File: config.mk
export PLATFORM = sky130hd
export DESIGN_NAME = caltk_regfile
export DESIGN_NICKNAME = d
export VERILOG_FILES = /design/src/rtl/caltk_pkg.sv /design/src/rtl/caltk_ctrl.sv /design/src/rtl/caltk_counters.sv /design/src/rtl/caltk_copies.sv /design/src/rtl/caltk_regfile.sv
export SDC_FILE = /design/constraint.sdc
export NUM_CORES = 1
export LEC_CHECK = 0
export BUFFER_PORTS_ARGS = -buffer_cell sky130_fd_sc_hd__buf_2
export CAP_MARGIN = 5
export CORE_MARGIN = 2
export CORE_UTILIZATION = 60
export CTS_CLUSTER_DIAMETER = 30
export DETAILED_ROUTE_END_ITERATION = 10
export PLACE_DENSITY = 0.87
export REMOVE_ABC_BUFFERS = 1
export SETUP_SLACK_MARGIN = 0.02
export SKIP_LAST_GASP = 1
export SLEW_MARGIN = 20
export SYNTH_ARGS = -nofsm -noshare
export SYNTH_HDL_FRONTEND = slang
export SYNTH_HIERARCHICAL = 1
export SYNTH_SLANG_ARGS = --single-unit
File: constraint.sdc
create_clock -name clk -period 3.6 [get_ports clk]
set_input_delay 1.08 -clock clk [delete_from_list [all_inputs] [get_ports clk]]
set_output_delay 1.08 -clock clk [all_outputs]
set_load 0.005 [all_outputs]
File: src/rtl/caltk_pkg.sv
`timescale 1ns/1ps
package caltk_pkg;

    localparam int BYTE_W   = 8;
    localparam int IDX_W    = 3;
    localparam int STOP_BIT = 7;
    localparam int FT_BIT   = 6;
    localparam int CEB_BIT  = 5;
    localparam int CF_BIT   = 4;

    typedef enum logic [IDX_W-1:0] {
        IDX_CTL  = 3'd0,
        IDX_SEC  = 3'd1,
        IDX_MIN  = 3'd2,
        IDX_HR   = 3'd3,
        IDX_DOW  = 3'd4,
        IDX_DATE = 3'd5,
        IDX_MON  = 3'd6,
        IDX_YR   = 3'd7
    } reg_idx_e;

    // Control byte: two hold bits, then calibration sign and magnitude (stored only)
    typedef struct packed {
        logic       wr_hold;
        logic       rd_hold;
        logic       cal_sign;
        logic [4:0] cal_mag;
    } ctl_t;

    // One BCD byte per field, unused upper bits held at zero by the write masks
    typedef struct packed {
        logic [BYTE_W-1:0] sec;
        logic [BYTE_W-1:0] min;
        logic [BYTE_W-1:0] hr;
        logic [BYTE_W-1:0] dow;
        logic [BYTE_W-1:0] date;
        logic [BYTE_W-1:0] mon;
        logic [BYTE_W-1:0] yr;
        logic              cflag;
    } caltime_t;

    typedef struct packed {
        logic [BYTE_W-1:0] val;
        logic              wrap;
    } bcd_step_t;

    function automatic caltime_t init_time(input logic [BYTE_W-1:0] year);
        caltime_t t;
        t.sec   = 8'h00;
        t.min   = 8'h00;
        t.hr    = 8'h00;
        t.dow   = 8'h01;
        t.date  = 8'h01;
        t.mon   = 8'h01;
        t.yr    = year;
        t.cflag = 1'b0;
        return t;
    endfunction

    // Increment a BCD byte; at or past the upper bound return to the lower one
    function automatic bcd_step_t bcd_step(input logic [BYTE_W-1:0] v,
                                           input logic [BYTE_W-1:0] lo,
                                           input logic [BYTE_W-1:0] hi);
        bcd_step_t r;
        if (v >= hi) begin
            r.val  = lo;
            r.wrap = 1'b1;
        end else if (v[3:0] >= 4'd9) begin
            r.val  = {v[7:4] + 4'd1, 4'd0};
            r.wrap = 1'b0;
        end else begin
            r.val  = v + 8'd1;
            r.wrap = 1'b0;
        end
        return r;
    endfunction

    // Divisible by four, tested on the BCD digits without a binary conversion
    function automatic logic bcd_leap(input logic [BYTE_W-1:0] yr);
        logic [3:0] ones;
        ones = yr[3:0];
        if (yr[4])
            return (ones == 4'd2) || (ones == 4'd6);
        else
            return (ones == 4'd0) || (ones == 4'd4) || (ones == 4'd8);
    endfunction

    function automatic logic [BYTE_W-1:0] month_last(input logic [BYTE_W-1:0] mon,
                                                     input logic [BYTE_W-1:0] yr);
        case (mon)
            8'h02:                      return bcd_leap(yr) ? 8'h29 : 8'h28;
            8'h04, 8'h06, 8'h09, 8'h11: return 8'h30;
            default:                    return 8'h31;
        endcase
    endfunction

endpackage

File: src/rtl/caltk_ctrl.sv
`timescale 1ns/1ps
module caltk_ctrl
    import caltk_pkg::*;
#(
    parameter logic RESET_STOP = 1'b1
) (
    input  logic              clk,
    input  logic              rst,
    input  logic              tick,
    input  logic              wr_en,
    input  logic [IDX_W-1:0]  wr_idx,
    input  logic [BYTE_W-1:0] wr_data,
    output ctl_t              ctl,
    output logic              stop,
    output logic              ft,
    output logic              ceb,
    output logic              adv,
    output logic              load,
    output logic              refresh
);

    assign adv  = tick & ~stop;
    // Clearing write hold transfers the copies into the counters
    assign load = wr_en && (wr_idx == IDX_CTL) && ctl.wr_hold && !wr_data[STOP_BIT];

    always_ff @(posedge clk) begin
        if (rst) begin
            ctl     <= '0;
            stop    <= RESET_STOP;
            ft      <= 1'b0;
            ceb     <= 1'b0;
            refresh <= 1'b0;
        end else begin
            // Hold state is taken at the advance; a later hold does not cancel it
            refresh <= adv & ~ctl.wr_hold & ~ctl.rd_hold;
            if (wr_en) begin
                case (wr_idx)
                    IDX_CTL: ctl <= ctl_t'(wr_data);
                    IDX_SEC: stop <= wr_data[STOP_BIT];
                    IDX_DOW: begin
                        ft  <= wr_data[FT_BIT];
                        ceb <= wr_data[CEB_BIT];
                    end
                    default: ;
                endcase
            end
        end
    end

endmodule

File: src/rtl/caltk_counters.sv
`timescale 1ns/1ps
module caltk_counters
    import caltk_pkg::*;
#(
    parameter logic [BYTE_W-1:0] RESET_YEAR = 8'h00
) (
    input  logic     clk,
    input  logic     rst,
    input  logic     adv,
    input  logic     load,
    input  caltime_t load_val,
    input  logic     ceb,
    output caltime_t now
);

    bcd_step_t st_sec, st_min, st_hr, st_date, st_mon, st_yr;
    caltime_t  nxt;

    always_comb begin
        st_sec  = bcd_step(now.sec,  8'h00, 8'h59);
        st_min  = bcd_step(now.min,  8'h00, 8'h59);
        st_hr   = bcd_step(now.hr,   8'h00, 8'h23);
        st_date = bcd_step(now.date, 8'h01, month_last(now.mon, now.yr));
        st_mon  = bcd_step(now.mon,  8'h01, 8'h12);
        st_yr   = bcd_step(now.yr,   8'h00, 8'h99);

        nxt     = now;
        nxt.sec = st_sec.val;
        if (st_sec.wrap) begin
            nxt.min = st_min.val;
            if (st_min.wrap) begin
                nxt.hr = st_hr.val;
                if (st_hr.wrap) begin
                    nxt.dow  = (now.dow >= 8'd7) ? 8'd1 : now.dow + 8'd1;
                    nxt.date = st_date.val;
                    if (st_date.wrap) begin
                        nxt.mon = st_mon.val;
                        if (st_mon.wrap) begin
                            nxt.yr = st_yr.val;
                            if (st_yr.wrap && ceb)
                                nxt.cflag = ~now.cflag;
                        end
                    end
                end
            end
        end
    end

    always_ff @(posedge clk) begin
        if (rst)
            now <= init_time(RESET_YEAR);
        else if (load)
            now <= load_val;
        else if (adv)
            now <= nxt;
    end

endmodule

File: src/rtl/caltk_copies.sv
`timescale 1ns/1ps
module caltk_copies
    import caltk_pkg::*;
#(
    parameter logic [BYTE_W-1:0] RESET_YEAR = 8'h00
) (
    input  logic              clk,
    input  logic              rst,
    input  logic              refresh,
    input  caltime_t          snap,
    input  logic              wr_en,
    input  logic              wr_open,
    input  logic [IDX_W-1:0]  wr_idx,
    input  logic [BYTE_W-1:0] wr_data,
    output caltime_t          view
);

    always_ff @(posedge clk) begin
        if (rst) begin
            view <= init_time(RESET_YEAR);
        end else begin
            if (refresh)
                view <= snap;
            if (wr_en && wr_open) begin
                case (wr_idx)
                    IDX_SEC:  view.sec  <= {1'b0, wr_data[6:0]};
                    IDX_MIN:  view.min  <= {1'b0, wr_data[6:0]};
                    IDX_HR:   view.hr   <= {2'b0, wr_data[5:0]};
                    IDX_DOW: begin
                        view.dow   <= {5'b0, wr_data[2:0]};
                        view.cflag <= wr_data[CF_BIT];
                    end
                    IDX_DATE: view.date <= {2'b0, wr_data[5:0]};
                    IDX_MON:  view.mon  <= {3'b0, wr_data[4:0]};
                    IDX_YR:   view.yr   <= wr_data;
                    default: ;
                endcase
            end
        end
    end

endmodule

File: src/rtl/caltk_regfile.sv
`timescale 1ns/1ps
module caltk_regfile
    import caltk_pkg::*;
#(
    parameter logic              RESET_STOP = 1'b1,
    parameter logic [BYTE_W-1:0] RESET_YEAR = 8'h00
) (
    input  logic              clk,
    input  logic              rst,
    input  logic              tick_1hz,
    input  logic              wr_en,
    input  logic [IDX_W-1:0]  sel,
    input  logic [BYTE_W-1:0] wr_data,
    output logic [BYTE_W-1:0] rd_data
);

    ctl_t     ctl_q;
    logic     stop_q, ft_q, ceb_q;
    logic     adv, load, refresh;
    caltime_t cnt_now, copy_view;

    caltk_ctrl #(.RESET_STOP(RESET_STOP)) u_ctrl (
        .clk     (clk),
        .rst     (rst),
        .tick    (tick_1hz),
        .wr_en   (wr_en),
        .wr_idx  (sel),
        .wr_data (wr_data),
        .ctl     (ctl_q),
        .stop    (stop_q),
        .ft      (ft_q),
        .ceb     (ceb_q),
        .adv     (adv),
        .load    (load),
        .refresh (refresh)
    );

    caltk_counters #(.RESET_YEAR(RESET_YEAR)) u_cnt (
        .clk      (clk),
        .rst      (rst),
        .adv      (adv),
        .load     (load),
        .load_val (copy_view),
        .ceb      (ceb_q),
        .now      (cnt_now)
    );

    caltk_copies #(.RESET_YEAR(RESET_YEAR)) u_copy (
        .clk     (clk),
        .rst     (rst),
        .refresh (refresh),
        .snap    (cnt_now),
        .wr_en   (wr_en),
        .wr_open (ctl_q.wr_hold),
        .wr_idx  (sel),
        .wr_data (wr_data),
        .view    (copy_view)
    );

    always_comb begin
        case (sel)
            IDX_CTL:  rd_data = ctl_q;
            IDX_SEC:  rd_data = {stop_q, copy_view.sec[6:0]};
            IDX_MIN:  rd_data = {1'b0, copy_view.min[6:0]};
            IDX_HR:   rd_data = {2'b0, copy_view.hr[5:0]};
            IDX_DOW:  rd_data = {1'b0, ft_q, ceb_q, copy_view.cflag, 1'b0, copy_view.dow[2:0]};
            IDX_DATE: rd_data = {2'b0, copy_view.date[5:0]};
            IDX_MON:  rd_data = {3'b0, copy_view.mon[4:0]};
            default:  rd_data = copy_view.yr;
        endcase
    end

endmodule

== Word level (Yosys, flattened, before mapping) ==
Cells that the tools add are included.
Word-level totals
  bits in latches: 0
  logic and storage cells: 137
  input port bits: 15
  memory bits (writable): 0
  bits in read-only memories: 0
  register bits after elaboration: 126
  memories kept: 0
Operators by class
  $add $sub $neg: 13
  multiply operators: 0
  equal/unequal tests: 16
  multiplexer cells: 36
  $lt $le $gt $ge: 13
  reduce and logical (&&, ||, !) cells: 28
  bitwise gates (word level): 7
  shifts and indexed selects: 0
  div/mod/pow operators: 0
Operator list (number)
  two-way mux 57 bit: 4
  two-way mux 9 bit: 13
  two-way mux 8 bit: 8
  adder 8 x 1 -> 8 bit (second input constant): 7
  one-hot mux 8 bit (7 select lines): 1
  two-way mux 49 bit: 1
  two-way mux 41 bit: 1
  two-way mux 33 bit: 1
  adder 4 x 1 -> 4 bit (second input constant): 6
  greater-or-equal comparator 4 bit (second input constant): 6
  two-way mux 17 bit: 1
  equality test 8 x 3 -> 1 bit (second input constant): 2
  greater-or-equal comparator 8 x 7 -> 1 bit (second input constant): 2
  one-hot mux 8 bit (2 select lines): 1
  nonzero test 2 bit: 7
  equality test 3 bit (second input constant): 4
  equality test 4 x 3 -> 1 bit (second input constant): 2
  equality test 8 x 2 -> 1 bit (second input constant): 1
  equality test 8 x 4 -> 1 bit (second input constant): 1
  equality test 8 x 5 -> 1 bit (second input constant): 1
  greater-or-equal comparator 8 x 3 -> 1 bit (second input constant): 1
  greater-or-equal comparator 8 x 5 -> 1 bit (second input constant): 1
  greater-or-equal comparator 8 x 6 -> 1 bit (second input constant): 1
  greater-or-equal comparator 8 bit: 1
  20 further kinds: 39

== Longest topological paths before layout ==
Gate-level depths: netlist of the first run.
  depth in word-level cells: 15
  depth in mapped cells: 13
  depth with buffers taken out: 12

== By module ==
The synthesis of the first run kept the hierarchy.
By module, submodules not included
  caltk_counters: seq. area each 1141.1 µm², area an instance 3936.3 µm², instances 1, cells an instance 457
  caltk_copies: seq. area each 1141.1 µm², area an instance 2615.0 µm², instances 1, cells an instance 264
  caltk_ctrl: seq. area each 240.2 µm², area an instance 561.8 µm², instances 1, cells an instance 52
  caltk_regfile: seq. area each 0.0 µm², area an instance 533.0 µm², instances 1, cells an instance 84

== Worst setup path after synthesis of the first run ==
OpenSTA, ideal clock, no wires.
  path type: input to register
  start: in sel[1]
  end: reg u_cnt/now[0] in the netlist's numbering
  data required time: 3.466 ns
  slack: 0.522 ns
  setup time: 0.134 ns
  arrival time: 2.944 ns
  buffers on the path: 3
  stages: 10
  cells stage by stage: nor4b_4 -> buf_6 -> and3b_1 -> buf_4 -> a211o_1 -> a41o_1 -> nand4_4 -> buf_6 -> o311ai_0 -> o31ai_1
On the way
  cells in the longest elaborated chain, start to end: 6
RTL lines
  start, declared: line caltk_regfile.sv:12  | input logic [IDX_W-1:0] sel,
  logical NOT 3 bit *: line caltk_ctrl.sv:24  | assign load = wr_en && (wr_idx == IDX_CTL) && ctl.wr_hold && !wr_data[STOP_BIT];
  logical AND 1 bit * (3 in a row): line caltk_ctrl.sv:24
  named net load: line caltk_regfile.sv:19  | logic adv, load, refresh;
  nonzero test 2 bit (no line)
  AND reduction 7 bit (no line)
  end signal, assigned: line caltk_counters.sv:51  | now <= init_time(RESET_YEAR);
  end signal, assigned: line caltk_counters.sv:53  | now <= load_val;
  end signal, assigned: line caltk_counters.sv:55  | now <= nxt;
  end, declared: line caltk_counters.sv:13  | output caltime_t now
The timed path passes the listed nets; every way through them passes the cells marked *.
A chain may end at the register's enable or synchronous reset.

== Worst setup path after layout of the first run ==
  start: in sel[0]
  end: out rd_data[1]
On the way
  cells in the longest elaborated chain, start to end: 2
RTL lines
  equality test 3 bit (tied with other cells): line caltk_regfile.sv:61  | case (sel)
  one-hot mux 8 bit (7 select lines) *: line caltk_regfile.sv:61
  end, declared: line caltk_regfile.sv:14  | output logic [BYTE_W-1:0] rd_data
Every way passes the cells marked *; elsewhere a longest branch is shown, timed or not.

==> impl_summary.txt, run 1 <==
----------------------------------------------------
[CTS]
  Clock transition at path regs ... approximately 0.05 ns
  H-tree depth ... 4
  Clock Root Buffer ... clkbuf_16
  Inserted Clock Buffers ... 17
  Hold bufs inserted after CTS ... 0
  Clock insertion delay at the later pin of the skew report ... about 0.42 ns
  Setup Buffers After CTS ... 0
  Num Clock Sinks ... 126
  Longest Clk Path Bufs ... 2
  TritonCTS clock tree ... built

[Synth]
  Sequential cell area fraction in the yosys report ... roughly 33%
  Post-synthesis instance total ... 857
  Synthesis warning total ... 6
  Average footprint of a synthesized cell ... roughly 8.9 um^2
  Synthesis-stage register bit count ... about 130
  Most used DFF post-synth ... dfxtp_1
  Combined area of all synthesized cells ... 0.00765 mm^2
  Unique masters post-synth ... 80
  Number of synthesized flops with an enable pin ... 0
  Async SR Flop Fraction ... 0%

[Power]
  Power per standard cell area ... roughly 380 mW/mm^2
  Worst ir drop on vdd ... 0.386 mV
  Static leakage ... 2.95 nW

[Timing]
  Final number of max-transition violations ... 0
  Total negative setup slack ... 0 ns
  Final Hold Viols ... 0
  Final hold slack ... between 0.4 and 0.5 ns
  Final clock skew ... approximately 0.0059 ns
  RSZ-0062 raised after global routing ... no
  Final Setup Violations ... 0
  Final worst-path setup slack ... roughly 0.072 ns
  Normalized max-slew margin ... between 40% and 50%
  Tmin final ... approximately 3.5 ns
  Timing-limited maximum frequency ... between 200 and 300 MHz
  Actual transition at the worst max-transition pin ... roughly 0.86 ns
  Final worst-path cycle share ... between 90 and 100%

[Floorplanning]
  Number of ports placed on the die boundary ... 23
  Number of core rows ... approximately 40
  Placeable core area ... ~0.013 mm^2
  Initial Utilization ... roughly three fifths
  Area of the die ... 0.0137 mm^2
  Overall die width ... between 100 and 150 um
  Height of the die ... 117 um

[Placement]
  DP Worst Slack ... 0.124 ns
  Global placement routability congestion ... ~0.94
  Port buffer count ... 22
  Cell count after placement ... around 1,000
  HPWL after detailed placement ... about 14,000 um

[Cells and area]
  Layout cells sized above 1 ... 13.2%
  Synth-to-layout area growth ... 10.0%
  Antenna diode count ... 0
  Layout filler cell count ... approximately 960
  Finished Layout Cells ... around 1,000
  Most used cells in the layout excluding fill and tap cells ... dfxtp_1, mux2i_1, nor2_1, nor3_1
  Utilization after layout ... 67.2%
  Most common cell after layout, fill and taps aside ... dfxtp_1
  # nets final ... roughly 910

[Setup path]
  Crit. End Element ... output pin
  Arrival time reported for the critical path endpoint ... roughly 2.5 ns
  Setup slack on the worst flop-to-flop path ... just under 0.5 ns
  Worst R2R Start ... u_cnt/now[14]
  Worst reg2reg path endpoint ... u_cnt/now[1]
  CP required ... approximately 2.5 ns
  Critical path class ... in -> out
  Maximum fanout count along the critical path ... 15
  Startpoint kind of the worst setup timing path ... input port
  Worst R2R Path Depth ... 12

[Route]
  Iteration-0 DRC count of the detailed router ... between 1,000 and 1,500
  Routed len/inst ... slightly above 20 um
  Per-cell via count in the routed design ... 6.80
  Sum of routed wire length over all layers ... about 21,000 um
  Iteration count of the initial detailed-routing pass ... 6
  ANT nets after route ... 0
  Number of remaining DRC errors ... 0
  DR vias ... just over 7,000

[Hold path]
  Startpoint of the lowest-slack hold path ... u_ctrl/ctl[6]
  Classification of the worst-slack hold path ... reg -> reg
  Endpoint with the worst hold slack ... u_ctrl/refresh
  Min-Delay Path Depth ... 1

[GRT]
  Top Usage Layer GRT ... met2
  Number of global-route vias before repair ... approximately 6,600
  GRT met1 Usage ... between 40% and 50%
  Maximum number of pins on one net before global-route repair ... between 50 and 60
  Global-route congestion overflow total ... 0
  Antenna violations before repair ... 0
  First-pass GRT wire length ... between 30,000 and 40,000 um
  Global routing met2 resource utilization ... ~51%
  Global-route total usage across every layer ... about a third
  Met3 Track Usage GR ... approximately 7.1%

[Run status]
  Run status ... completed

[Job]
  Maxcap violations ... 0

----------------------------------------------------
==> worst max path at each step <==
stage                 from           end  slack (ns)  cells past startpoint
floorplan           sel[1]  u_cnt/now[9]       -1.31                      6
global placement    sel[0]    rd_data[3]        0.23                      7
detailed placement  sel[0]  u_cnt/now[1]        0.12                      9
CTS                 sel[0]    rd_data[3]        0.19                      7
global route        sel[1]    rd_data[1]        0.04                      6
finish              sel[0]    rd_data[1]        0.07                      6
==> flip-flops by register name (all words and copies together) (netlist names) <==
signal,count
u_cnt/now,57
u_ctrl/ft,1
u_ctrl/stop,1
u_ctrl/ceb,1
u_ctrl/ctl,8
u_copy/view,57
u_ctrl/refresh,1
==> what timing repair did <==
| action | in CTS | in global routing |
|---|---|---|
| hold endpoints to repair | 0 | 0 |
| resized for setup | 0 | 1 |
| endpoints found under the setup margin | 0 | 1 |
==> report_power, final <==
part / switching (W) / internal [W]
sequential: 0.00000630 / 0.00140
combinational: 0.000101 / 0.0000516
clock: 0.000595 / 0.00105
==> metal layers <==
layer  up-vias  wire (um)
met5         -          0
met4         0        688
met3        66       2010
met2       450       9770
met1      3353       8820
li1       3232          -
==> worst max-delay path, stage by stage <==
cell and delay, ns:
buf_2 0.18, buf_4 0.21, nand3_1 0.26, nor2_1 0.10, a41oi_1 0.41, buf_2 0.20
==> kinds of logic (layout without fill, tap and decap cells) <==
logic type	Yosys count	in the layout	share of synthesized area (%)
and+or+nand+nor	274	274	19.3
DFF	126	126	33.0
xor gates and xnor gates	3	3	0.344
AOI/OAI and AO/OA	234	234	23.4
adders and majority gates	38	38	6.22
muxes	87	87	11.5
buffers and inverters	95	111	6.27
==> Yosys cell counts (3+ instances only) <==
| master | count | area (um^2) |
|---|---|---|
| nor2b_1 | 9 | 56.3 |
| a311oi_1 | 4 | 35.0 |
| o21ai_0 | 19 | 95.1 |
| a211o_1 | 6 | 52.6 |
| o311ai_0 | 4 | 35.0 |
| a22oi_1 | 15 | 113 |
| buf_6 | 9 | 101 |
| a31oi_1 | 8 | 50.1 |
| a2bb2oi_1 | 4 | 35.0 |
| inv_1 | 32 | 120 |
| nand2b_1 | 28 | 175 |
| o211ai_1 | 6 | 45.0 |
| a211oi_1 | 49 | 368 |
| clkbuf_1 | 22 | 82.6 |
| nand4_1 | 3 | 18.8 |
| or3b_1 | 4 | 35.0 |
| or3_1 | 7 | 43.8 |
| nor2_1 | 57 | 214 |
| mux2_2 | 4 | 45.0 |
| ha_1 | 38 | 475 |
| and2_1 | 3 | 18.8 |
| nand2_1 | 49 | 184 |
| a32oi_1 | 3 | 26.3 |
| a32o_1 | 6 | 60.1 |
| mux2i_1 | 82 | 821 |
| a221oi_1 | 12 | 105 |
| nor3b_1 | 4 | 30.0 |
| buf_2 | 23 | 115 |
| nand3b_1 | 4 | 30.0 |
| xnor2_1 | 3 | 26.3 |
| nor4_1 | 4 | 25.0 |
| o31ai_1 | 13 | 97.6 |
| and3_1 | 5 | 31.3 |
| buf_4 | 7 | 52.6 |
| nand3_1 | 18 | 90.1 |
| o32ai_1 | 4 | 35.0 |
| or2_2 | 8 | 50.1 |
| a211oi_2 | 4 | 50.1 |
| a21oi_1 | 45 | 225 |
| dfxtp_1 | 126 | 2520 |
| nor3_1 | 54 | 270 |
==> per-stage QoR <==
stage          area, um^2  total power [W]
2_1_floorplan        7290          0.00149
3_3_place_gp         7830          0.00158
3_5_place_dp         7830          0.00158
4_1_cts              8410          0.00322
5_1_grt              8410          0.00329
6_report             8410          0.00321
==> cell type report <==
class	instances	area, um^2	share of cell area (%)
multi-input cells	636	4650	55.3
flip-flops and latches	126	2530	30.0
clock buffers	26	519	6.17
repair buffers	47	325	3.87
well taps	172	215	2.56
inverters	32	120	1.43
clock inverters	6	55.1	0.655
Note: power is estimated with default switching activity, not from simulation.
==> run 2: changes to the inputs <==
--- a/config.mk
+++ b/config.mk
@@ -5,13 +5,14 @@
 export SDC_FILE = /design/constraint.sdc
 export NUM_CORES = 1
 export LEC_CHECK = 0
-export BUFFER_PORTS_ARGS = -buffer_cell sky130_fd_sc_hd__buf_2
 export CAP_MARGIN = 5
 export CORE_MARGIN = 2
 export CORE_UTILIZATION = 60
 export CTS_CLUSTER_DIAMETER = 30
+export CTS_CLUSTER_SIZE = 10
 export DETAILED_ROUTE_END_ITERATION = 10
-export PLACE_DENSITY = 0.87
+export DONT_BUFFER_PORTS = 1
+export PLACE_DENSITY = 0.78
 export REMOVE_ABC_BUFFERS = 1
 export SETUP_SLACK_MARGIN = 0.02
 export SKIP_LAST_GASP = 1
==> impl_summary.txt, run 2 (synthesis results as in run 1) <==
----------------------------------------------------
[Run status]
  Run status ... completed

[Setup path]
  Worst R2R Path Depth ... 13 (+1)
  Setup slack on the worst flop-to-flop path ... 0.20 ns (-0.29 ns)
  Total number of cells along the worst setup path ... 13 (+7)
  Max stage delay on crit path ... 0.36 ns (-0.05 ns)
  Cell with the biggest individual delay on the critical path ... nor3_1
  Crit. End Element ... flop
  Startpoint kind of the worst setup timing path ... flop
  Arrival time reported for the critical path endpoint ... 3.72 ns (+1.27 ns)
  Critical path launch point ... u_cnt/now[14]
  CP required ... 3.93 ns (+1.41 ns)
  Cell class contributing the biggest share of worst-path delay ... simple AND/OR/NAND/NOR gates
  Capture point of the worst path ... u_cnt/now[19]
  Maximum fanout count along the critical path ... 7 (-8)
  Worst R2R Start ... u_cnt/now[14]
  Critical Path Most Common Cell ... ha_1
  Buffers plus inverters on the worst setup path ... 2 (-1)
  Worst reg2reg path endpoint ... u_cnt/now[19]
  Critical path class ... reg -> reg
  CP cell instances ... inv_1 -> ha_1 -> nor2b_1 -> nand4_1 -> nor3_1 -> a31oi_1 -> ha_1 -> nor4b_1 -> o211ai_1 -> nor2_2 -> buf_4 -> a32oi_1 -> o32ai_1

[Floorplanning]
  Area of the die ... 0.0137 mm^2 (unchanged)
  Number of core rows ... 41 (unchanged)
  Placeable core area ... 0.0125 mm^2 (unchanged)
  Height of the die ... 117 um (unchanged)
  Number of ports placed on the die boundary ... 23 (unchanged)
  Overall die width ... 117 um (unchanged)
  Initial Utilization ... 61.1% (unchanged)

[GRT]
  Global-route total usage across every layer ... 32.0% (+0.22 points)
  Maximum number of pins on one net before global-route repair ... 143 (+160%)
  Number of global-route vias before repair ... 6,339 (-4.7%)
  First-pass GRT wire length ... 33,800 um (+0.14%)
  Global-route congestion overflow total ... 0 (unchanged)
  Antenna violations before repair ... 0 (unchanged)

[Power]
  Power per standard cell area ... 409 mW/mm^2 (+7.3%)
  Static leakage ... 2.81 nW (-5.0%)
  Worst ir drop on vdd ... 0.346 mV (-10%)

[Hold path]
  Classification of the worst-slack hold path ... reg -> reg

[Placement]
  HPWL after detailed placement ... 14,200 um (+0.35%)
  Global placement routability congestion ... 0.926 (-1.6%)
  Dpl cell area ... 0.00759 mm^2 (-3.1%)
  DP Worst Slack ... 0.111 ns (-0.0130 ns)
  Cell count after placement ... 977 (-3.6%)
  Port buffer count ... 0 (-100%)

[Cells and area]
  Sequential cell area ... 0.00253 mm^2 (unchanged)
  Design Area, Final ... 0.00825 mm^2 (-1.9%)
  Area of the multi-input gates ... 0.00465 mm^2 (about the same)
  Most used cells in the layout excluding fill and tap cells ... dfxtp_1, mux2i_1, nor2_1, nor3_1
  Registers with the highest flip-flop counts ... u_cnt/now (57), u_copy/view (57), u_ctrl/ctl (8)
  Layout cells sized above 1 ... 9.80% (-3.4 points)
  # nets final ... 877 (-3.9%)
  Layout filler cell count ... 1,049 (+9.5%)
  Finished Layout Cells ... 1,009 (-3.4%)
  Synth-to-layout area growth ... 7.87%
  Antenna diode count ... 0 (unchanged)
  Most common cell after layout, fill and taps aside ... dfxtp_1
  Utilization after layout ... 65.9% (-1.3 points)

[Route]
  DR vias ... 6,816 (-4.0%)
  Number of remaining DRC errors ... 0 (unchanged)
  Iteration-0 DRC count of the detailed router ... 1,075 (+7.2%)
  Iteration count of the initial detailed-routing pass ... 6 (unchanged)
  Sum of routed wire length over all layers ... 20,900 um (-1.9%)
  ANT nets after route ... 0 (unchanged)
  Routed len/inst ... 20.7 um (+1.6%)
  Per-cell via count in the routed design ... 6.76 (-0.59%)

[CTS]
  Num Clock Sinks ... 126 (unchanged)
  TritonCTS clock tree ... built
  Clock insertion delay at the later pin of the skew report ... 0.43 ns (about the same)
  Clock Root Buffer ... clkbuf_16
  H-tree depth ... 4 (unchanged)
  Setup Buffers After CTS ... 0 (unchanged)
  Inserted Clock Buffers ... 17 (unchanged)
  Longest Clk Path Bufs ... 2 (unchanged)
  Clock transition at path regs ... 0.06 ns (about the same)

[Timing]
  Final Setup Violations ... 0 (unchanged)
  Final clock skew ... 0.00657 ns (+0.000679 ns)
  Final worst-path setup slack ... 0.204 ns (+0.132 ns)
  Normalized max-slew margin ... 49.2% (+6.3 points)
  Timing-limited maximum frequency ... 294 MHz (+3.9%)
  Final worst-path cycle share ... 94.3% (-3.7 points)
  RSZ-0062 raised after global routing ... yes
  Final number of max-transition violations ... 0 (unchanged)
  Final Hold Viols ... 0 (unchanged)
  Actual transition at the worst max-transition pin ... 0.760 ns (-0.0965 ns)
  Tmin final ... 3.40 ns (-0.132 ns)

[Job]
  Maxcap violations ... 0 (unchanged)

----------------------------------------------------
## run 2: cell types whose count changed in the layout (fill, tap and decap cells not counted), moves of 2 or more
| cell | delta |
|---|---|
| clkbuf_1 | -3 |
| buf_12 | -2 |
| buf_2 | -21 |
| buf_4 | -13 |
| clkbuf_8 | -5 |
| clkinv_2 | -3 |
| bufinv_16 | +4 |
| clkinvlp_4 | +4 |
| clkinv_4 | +3 |
## run 2: worst min-delay path by stage
stage,slack [ns],from,end,cells past startpoint
floorplan,0.42,u_ctrl/ctl[6],u_ctrl/refresh,1
global placement,0.45,u_copy/view[16],u_cnt/now[16],2
detailed placement,0.46,u_copy/view[16],u_cnt/now[16],2
CTS,0.46,u_copy/view[16],u_cnt/now[16],2
global route,0.48,u_copy/view[16],u_cnt/now[16],2
finish,0.47,u_copy/view[16],u_cnt/now[16],2
## run 2: worst reg2reg max path: stages, from the launching register on
cell and delay (ns):
dfxtp_1 0.34, inv_1 0.14, ha_1 0.18, nor2b_1 0.19
nand4_1 0.24, nor3_1 0.36, a31oi_1 0.10, ha_1 0.29
nor4b_1 0.27, o211ai_1 0.26, nor2_2 0.34, buf_4 0.22
a32oi_1 0.09, o32ai_1 0.25
## run 2: timing repair
item,CTS,global route
endpoints found under the setup margin,0,11
gates resized for setup,0,1
hold buffers,0,0
endpoints found under the hold margin,0,0
## run 2: layout make-up
| class | count | area share [%] |
|---|---|---|
| multi-input cells | 636 | 56.4 |
| flip-flops and latches | 126 | 30.6 |
| clock buffers | 18 | 5.32 |
| clock inverters | 14 | 2.62 |
| well taps | 172 | 2.61 |
| inverters | 32 | 1.46 |
| repair buffers | 11 | 1.00 |
## run 2: per-stage QoR
stage,hold WS (ns),power (W),TNS [ns]
2_1_floorplan,0.419,0.00149,-48.11
3_3_place_gp,0.452,0.00150,0
3_5_place_dp,0.460,0.00150,0
4_1_cts,0.461,0.00339,0
5_1_grt,0.481,0.00347,-0.0248
6_report,0.468,0.00337,0
## run 2: where the power goes
part	internal [W]	leakage, nW	switching [W]
clock	0.00124	0.308	0.000655
combinational	0.0000319	1.48	0.0000390
sequential	0.00140	1.02	0.00000554
total	0.00267	2.81	0.000699
## run 2: layer usage
layer / vias up / GRT usage, % / part of all wire (%)
met2: 302 / 50.6 / 47
li1: 3165 / - / -
met5: - / 0 / 0
met3: 71 / 6.95 / 6.3
met4: 0 / 15.1 / 4.0
met1: 3278 / 41.7 / 43
